**src/rtl/rtcAlarmPkg.sv**
```systemverilog
package rtcAlarmPkg;
  localparam int REG_W = 8;
  localparam logic [REG_W-1:0] CTL_POR_VALUE = 8'h09;
  localparam logic [REG_W-1:0] CTL_KEEP_MASK = 8'h09;
  localparam int CTL_PERIOD_BIT = 7;
  localparam int CTL_CLKEN_BIT = 3;
  localparam int CTL_START_BIT = 0;
  localparam logic ADDR_STATUS = 1'b0;
  localparam logic ADDR_CTL = 1'b1;

  typedef struct packed {
    logic wrCtl;
    logic clrAlarm;
    logic [REG_W-1:0] wrData;
  } ctlStrobe_t;
endpackage

```
**src/rtl/rtcFieldMatch.sv**
```systemverilog
module rtcFieldMatch #(
  parameter int NUM_FIELDS = 7,
  parameter int FIELD_W = 8,
  localparam int VEC_W = NUM_FIELDS * FIELD_W
) (
  input  logic [VEC_W-1:0] curFields,
  input  logic [VEC_W-1:0] almFields,
  input  logic [NUM_FIELDS-1:0] almEnable,
  output logic alarmHit
);
  logic [NUM_FIELDS-1:0] fieldOk;

  for (genvar i = 0; i < NUM_FIELDS; i++) begin : gField
    assign fieldOk[i] = !almEnable[i] ||
                        (curFields[i*FIELD_W +: FIELD_W] == almFields[i*FIELD_W +: FIELD_W]);
  end

  assign alarmHit = (|almEnable) && (&fieldOk);
endmodule

```
**src/rtl/rtcCtlDecode.sv**
```systemverilog
module rtcCtlDecode
  import rtcAlarmPkg::*;
(
  input  logic busWrEn,
  input  logic busAddr,
  input  logic [REG_W-1:0] busWrData,
  input  logic alarmFlag,
  input  logic [REG_W-1:0] ctlReg,
  output ctlStrobe_t strobe,
  output logic [REG_W-1:0] busRdData
);
  always_comb begin
    strobe.wrCtl = busWrEn && (busAddr == ADDR_CTL);
    strobe.clrAlarm = busWrEn && (busAddr == ADDR_STATUS) && !busWrData[0];
    strobe.wrData = busWrData;
  end

  always_comb begin
    if (busAddr == ADDR_CTL) busRdData = ctlReg;
    else busRdData = {{(REG_W-1){1'b0}}, alarmFlag};
  end
endmodule

```
**src/rtl/rtcFlagPath.sv**
```systemverilog
module rtcFlagPath
  import rtcAlarmPkg::*;
(
  input  logic clk,
  input  logic porRstN,
  input  logic manRstN,
  input  ctlStrobe_t strobe,
  input  logic alarmHit,
  input  logic periodTick,
  output logic alarmFlag,
  output logic [REG_W-1:0] ctlReg,
  output logic periodIrq
);
  always_ff @(posedge clk or negedge porRstN) begin
    if (!porRstN) begin
      alarmFlag <= 1'b0;
      ctlReg <= CTL_POR_VALUE;
      periodIrq <= 1'b0;
    end else if (!manRstN) begin
      alarmFlag <= 1'b0;
      ctlReg <= (ctlReg & CTL_KEEP_MASK) | (CTL_POR_VALUE & ~CTL_KEEP_MASK);
      periodIrq <= 1'b0;
    end else begin
      if (alarmHit) alarmFlag <= 1'b1;
      else if (strobe.clrAlarm) alarmFlag <= 1'b0;
      if (strobe.wrCtl) ctlReg <= strobe.wrData;
      periodIrq <= ctlReg[CTL_PERIOD_BIT] && periodTick;
    end
  end

  a_r2_match_sets: assert property (@(posedge clk) disable iff (!porRstN)
    (manRstN && alarmHit) |=> alarmFlag);
  a_r4_clear_works: assert property (@(posedge clk) disable iff (!porRstN)
    (manRstN && strobe.clrAlarm && !alarmHit) |=> !alarmFlag);
  a_r4_hold_without_event: assert property (@(posedge clk) disable iff (!porRstN)
    (manRstN && !strobe.clrAlarm && !alarmHit) |=> (alarmFlag == $past(alarmFlag)));
  a_r8_manual_keep: assert property (@(posedge clk) disable iff (!porRstN)
    !manRstN |=> (ctlReg[CTL_CLKEN_BIT] == $past(ctlReg[CTL_CLKEN_BIT]) &&
                  ctlReg[CTL_START_BIT] == $past(ctlReg[CTL_START_BIT]) && !alarmFlag));
  a_r9_tick_pulse: assert property (@(posedge clk) disable iff (!porRstN)
    (manRstN && ctlReg[CTL_PERIOD_BIT] && periodTick) |=> periodIrq);
  a_r9_quiet_when_off: assert property (@(posedge clk) disable iff (!porRstN)
    !ctlReg[CTL_PERIOD_BIT] |=> !periodIrq);
endmodule

```
**src/rtl/rtcAlarmCtrl.sv**
```systemverilog
module rtcAlarmCtrl
  import rtcAlarmPkg::*;
#(
  parameter int NUM_FIELDS = 7,
  parameter int FIELD_W = 8,
  localparam int VEC_W = NUM_FIELDS * FIELD_W
) (
  input  logic clk,
  input  logic porRstN,
  input  logic manRstN,
  input  logic busWrEn,
  input  logic busAddr,
  input  logic [7:0] busWrData,
  output logic [7:0] busRdData,
  input  logic [VEC_W-1:0] curFields,
  input  logic [VEC_W-1:0] almFields,
  input  logic [NUM_FIELDS-1:0] almEnable,
  input  logic periodTick,
  output logic alarmIrq,
  output logic periodIrq,
  output logic clkEnable,
  output logic countStart,
  output logic [2:0] periodSel
);
  ctlStrobe_t strobe;
  logic alarmHit;
  logic alarmFlag;
  logic [REG_W-1:0] ctlReg;

  rtcFieldMatch #(.NUM_FIELDS(NUM_FIELDS), .FIELD_W(FIELD_W)) uMatch (
    .curFields(curFields), .almFields(almFields), .almEnable(almEnable),
    .alarmHit(alarmHit));

  rtcCtlDecode uDecode (
    .busWrEn(busWrEn), .busAddr(busAddr), .busWrData(busWrData),
    .alarmFlag(alarmFlag), .ctlReg(ctlReg), .strobe(strobe),
    .busRdData(busRdData));

  rtcFlagPath uPath (
    .clk(clk), .porRstN(porRstN), .manRstN(manRstN), .strobe(strobe),
    .alarmHit(alarmHit), .periodTick(periodTick), .alarmFlag(alarmFlag),
    .ctlReg(ctlReg), .periodIrq(periodIrq));

  assign alarmIrq = alarmFlag;
  assign clkEnable = ctlReg[CTL_CLKEN_BIT];
  assign countStart = ctlReg[CTL_START_BIT];
  assign periodSel = ctlReg[6:4];

  a_r3_no_enable_no_set: assert property (@(posedge clk) disable iff (!porRstN)
    (almEnable == '0 && !alarmIrq) |=> !alarmIrq);
  a_r6_status_upper_zero: assert property (@(posedge clk) disable iff (!porRstN)
    (busAddr == ADDR_STATUS) |-> (busRdData[7:1] == 7'd0 && busRdData[0] == alarmIrq));
endmodule

```
**config.mk**
```make
export PLATFORM = sky130hd
export DESIGN_NAME = rtcAlarmCtrl
export DESIGN_NICKNAME = d
export VERILOG_FILES = /design/src/rtl/rtcAlarmPkg.sv /design/src/rtl/rtcFieldMatch.sv /design/src/rtl/rtcCtlDecode.sv /design/src/rtl/rtcFlagPath.sv /design/src/rtl/rtcAlarmCtrl.sv
export SDC_FILE = /design/constraint.sdc
export NUM_CORES = 1
export LEC_CHECK = 0
export BUFFER_PORTS_ARGS = -buffer_cell sky130_fd_sc_hd__buf_2
export CORE_MARGIN = 10
export CORE_UTILIZATION = 30
export DETAILED_ROUTE_END_ITERATION = 7
export PLACE_DENSITY_LB_ADDON = 0.25
export SLEW_MARGIN = 0
export SYNTH_ARGS = -nofsm -noshare
export SYNTH_HDL_FRONTEND = slang
export SYNTH_HIERARCHICAL = 1
export SYNTH_SLANG_ARGS = --single-unit
```
**constraint.sdc**
```tcl
create_clock -name clk -period 0.8 [get_ports clk]
set_input_delay 0.2 -clock clk [delete_from_list [all_inputs] [get_ports clk]]
set_output_delay 0.2 -clock clk [all_outputs]
set_load 0.01 [all_outputs]
```
==> metrics.md <==
| Metric | Value |
|---|---|
| Core ar. | between 3000 and 4000 um^2 |
| Flop-to-flop setup slack | -130 ps |
| Die Wd | between 80 and 90 um |
| R2R cell count | 3 |
| Sequential power share | 0.260 |
| Remaining DRCs | 0 |
| Vias | 1,469 |
| Worst Setup EP | busRdData[3] |
| Max FO, Critical Path | 2 |
| IO buf count | around 150 |
| Boundary Pins | 148 |
| Fin. Hold Viols | 0 |
| Setup TNS | -4370 ps |
| Routability congestion estimate | 0.768 |
| Commonest cells in the netlist | xnor2_1, nand4_1 |
| Failing checks | setup timing |
| CTS Sinks | 10 |
| Number of buffers and inverters on the critical path | 1 |
| CP arrival | 1000 ps |
| Die area | 6920 um^2 |
| Area of the multi-input gates | 992 um^2 |
| Unrepaired setup endpoints after global routing | true |
| Final WL | around 5.4 mm |
| Worst hold path depth | 2 |
| Status | complete, but fails checks |
| Initial antenna violation count | 0 |
| Total GRT Usage | 0.146 |
| Largest net degree at the start of global routing | 11 |
| Cts bufs inserted | 3 |
| CTS tree | yes |
| Final net count | 420 |
| Filler Cells Inserted | about 310 |
| CP Capture Type | primary output |
| Critical path depth | 2 |
| Actual slew at the worst max-slew pin | 252 ps |
| Critical path cell sequence | and2_4, buf_6 |
| H-tree depth | 1 |
| Maximum VDD drop | 0.000360 V |
| Min cycle time layout | 1200 ps |
| Starting Density | 0.318 |
| Yosys reg bits | 10 |
| Layout area overhead | 93.3% |
| Crit path max-delay cell type | dfstp_2 |
| First-pass GRT wire length | ~8.5 mm |
| Reg2reg start | uPath/ctlReg[0]$_DFFE_PN1P_ |
| ANT nets after route | 0 |
| Mapped Cells | between 100 and 150 |
| GRT overflow | 0 |
| Mapped Area | 1200 um^2 |
| Clock power share | 0.237 |
| Synthesis Warnings | 6 |
| Post-DR wirelength/cell | roughly 16 um |
| Crit share post-route | 1.50 |
| Layout cell share with drive strength beyond 1 | 0.668 |
| CP max stage delay | 530 ps |
| Post-synth top area cell | xnor2_1 |
| Clock slew seen by the registers of the worst setup and hold paths | 40 ps |
| Worst Hold Class | input port to flop |
| Pwr Density | ~960 nW/um^2 |
| Top cell type's share of synthesized area | 0.351 |
| DP HPWL | 4.92 mm |
| R2r endpoint | uPath/ctlReg[0]$_DFFE_PN1P_ |
| Vias in the first global route | between 1,500 and 2,000 |
| Most common cell in the netlist | xnor2_1 |
| Post-synth ARST share | 1.00 |
| Post-synth EDFFs | 0 |
| Clock Skew | approximately 0.032 ps |
| Switching Share | 0.269 |
| Int Pwr | about 0.0016 W |
| Clock Tree Buf Depth | 2 |
| Final setup fails | 19 |
| Logic pwr share | 0.503 |
| Worst path top cell family by delay | flip-flops |
| Placed Instances | 322 |
| Clk_lat worst skew | 230 ps |
| Post-Syn Nets | 263 |
| Top post-synthesis cells by area | xnor2_1, dfrtp_1, nand4_1 |
| Fin cells | 334 |
| Relative slew margins | 0.831 |
| Worst setup path startpoint | uPath/ctlReg[3]$_DFFE_PN1P_ |
| WS Path Type | flop to primary output |
| DRT Pass-1 Iters | 2 |
| Synth cell types | 24 |
| Synth Flop Type | dfrtp_1 |
| Initial DRC Count | 6 |
| Sequential cell area | approximately 250 um^2 |
| Leakage | 1.16 nW |
| DR vias/cell | approximately 4.4 |
| Antenna cells | 0 |
| Sequential fraction of the synthesis area | 0.211 |
| Max Cap Viol | 0 |
| Worst EP required | 600 ps |
| CP Launch Type | flop |
| Fin worst setup slack | -401 ps |
| Final Slew Violations | 0 |
| FP Rows | 22 |
| CTS root buffer | clkbuf_8 |
| NetSw | 0.000597 W |
| Max Clk Rate | 833 MHz |
| Die H | between 80 and 90 um |
| Syn Area/Cell | approximately 9.2 um^2 |
kinds of logic after synthesis:
logic type / count (synthesis) / share of synthesized area
buffers and inverters: 9 / 0.0595
flip-flops: 10 / 0.211
AND/OR/NAND/NOR: 37 / 0.198
multiplexers: 9 / 0.0814
XOR/XNOR: 56 / 0.409
AO/OA/AOI/OAI: 9 / 0.0407
cell usage in the layout, fill, tap and decap left out, drive strengths merged:
cell,instances
nand4,13
dfstp,2
and3,1
nand2,2
a21oi,1
xnor2,48
dlygate4sd3,1
o21ai,6
nor3,1
and2,8
xor2,8
mux2i,6
buf,160
nor3b,1
nor4,3
dfrtp,8
o21a,1
clkbuf,4
mux2,3
a31oi,1
nor2,1
nor2b,7
area by class of cell:
class	instances	area share
multi-input combinational	111	0.428
timing repair buffer	161	0.417
sequential	10	0.109
tap	48	0.0259
clock buffer	4	0.0194
metrics by stage:
step	setup WS, ps	instance area (um^2)	hold slack, ps	util	power [W]
3_5_place_dp	-556	1990	69.2	0.527	0.00149
6_report	-401	2320	195	0.614	0.00222
5_1_grt	-435	2320	193	0.614	0.00238
4_1_cts	-404	2260	188	0.599	0.00222
3_3_place_gp	-513	1990	69.4	0.527	0.00147
2_1_floorplan	-213	1220	-95.6	-	0.00102
routing by layer:
layer	vias up	global-route usage	wire [um]
met1	620	0.122	1630
met2	91	0.277	2910
met5	-	0	0
li1	748	-	-
met4	0	0.0477	121
met3	10	0.0889	724
power groups by stage:
stage / logic [W] / clock network [W] / registers, W
2_1_floorplan: 0.000421 / 0 / 0.000599
3_3_place_gp: 0.000884 / 0 / 0.000586
3_5_place_dp: 0.000901 / 0 / 0.000587
4_1_cts: 0.00109 / 0.000550 / 0.000576
5_1_grt: 0.00122 / 0.000578 / 0.000583
6_report: 0.00112 / 0.000526 / 0.000578
state kept, by name, indices dropped and copies added (netlist names):
signal / cells
uPath/periodIrq: 1
uPath/alarmFlag: 1
uPath/ctlReg: 8
timing repair:
action                     in CTS  in global routing
resized for setup              32                 10
setup endpoints to repair      17                 20
hold endpoints to repair        8                  0
setup buffers                   7                  3
hold buffers                    1                  0
pin swaps                      18                  4
how the worst min path moves through the flow:
stage	startpoint	endpoint	slack (ps)
2_1_floorplan	porRstN	uPath/alarmFlag$_DFFE_PN0P_	-100
6_report	busWrData[3]	uPath/ctlReg[3]$_DFFE_PN1P_	200
3_3_place_gp	porRstN	uPath/ctlReg[5]$_DFFE_PN0P_	70
3_5_place_dp	porRstN	uPath/ctlReg[1]$_DFFE_PN0P_	70
5_1_grt	busWrData[3]	uPath/ctlReg[3]$_DFFE_PN1P_	190
4_1_cts	busWrData[3]	uPath/ctlReg[3]$_DFFE_PN1P_	190
No activity file was read; power rests on OpenSTA's default activity.
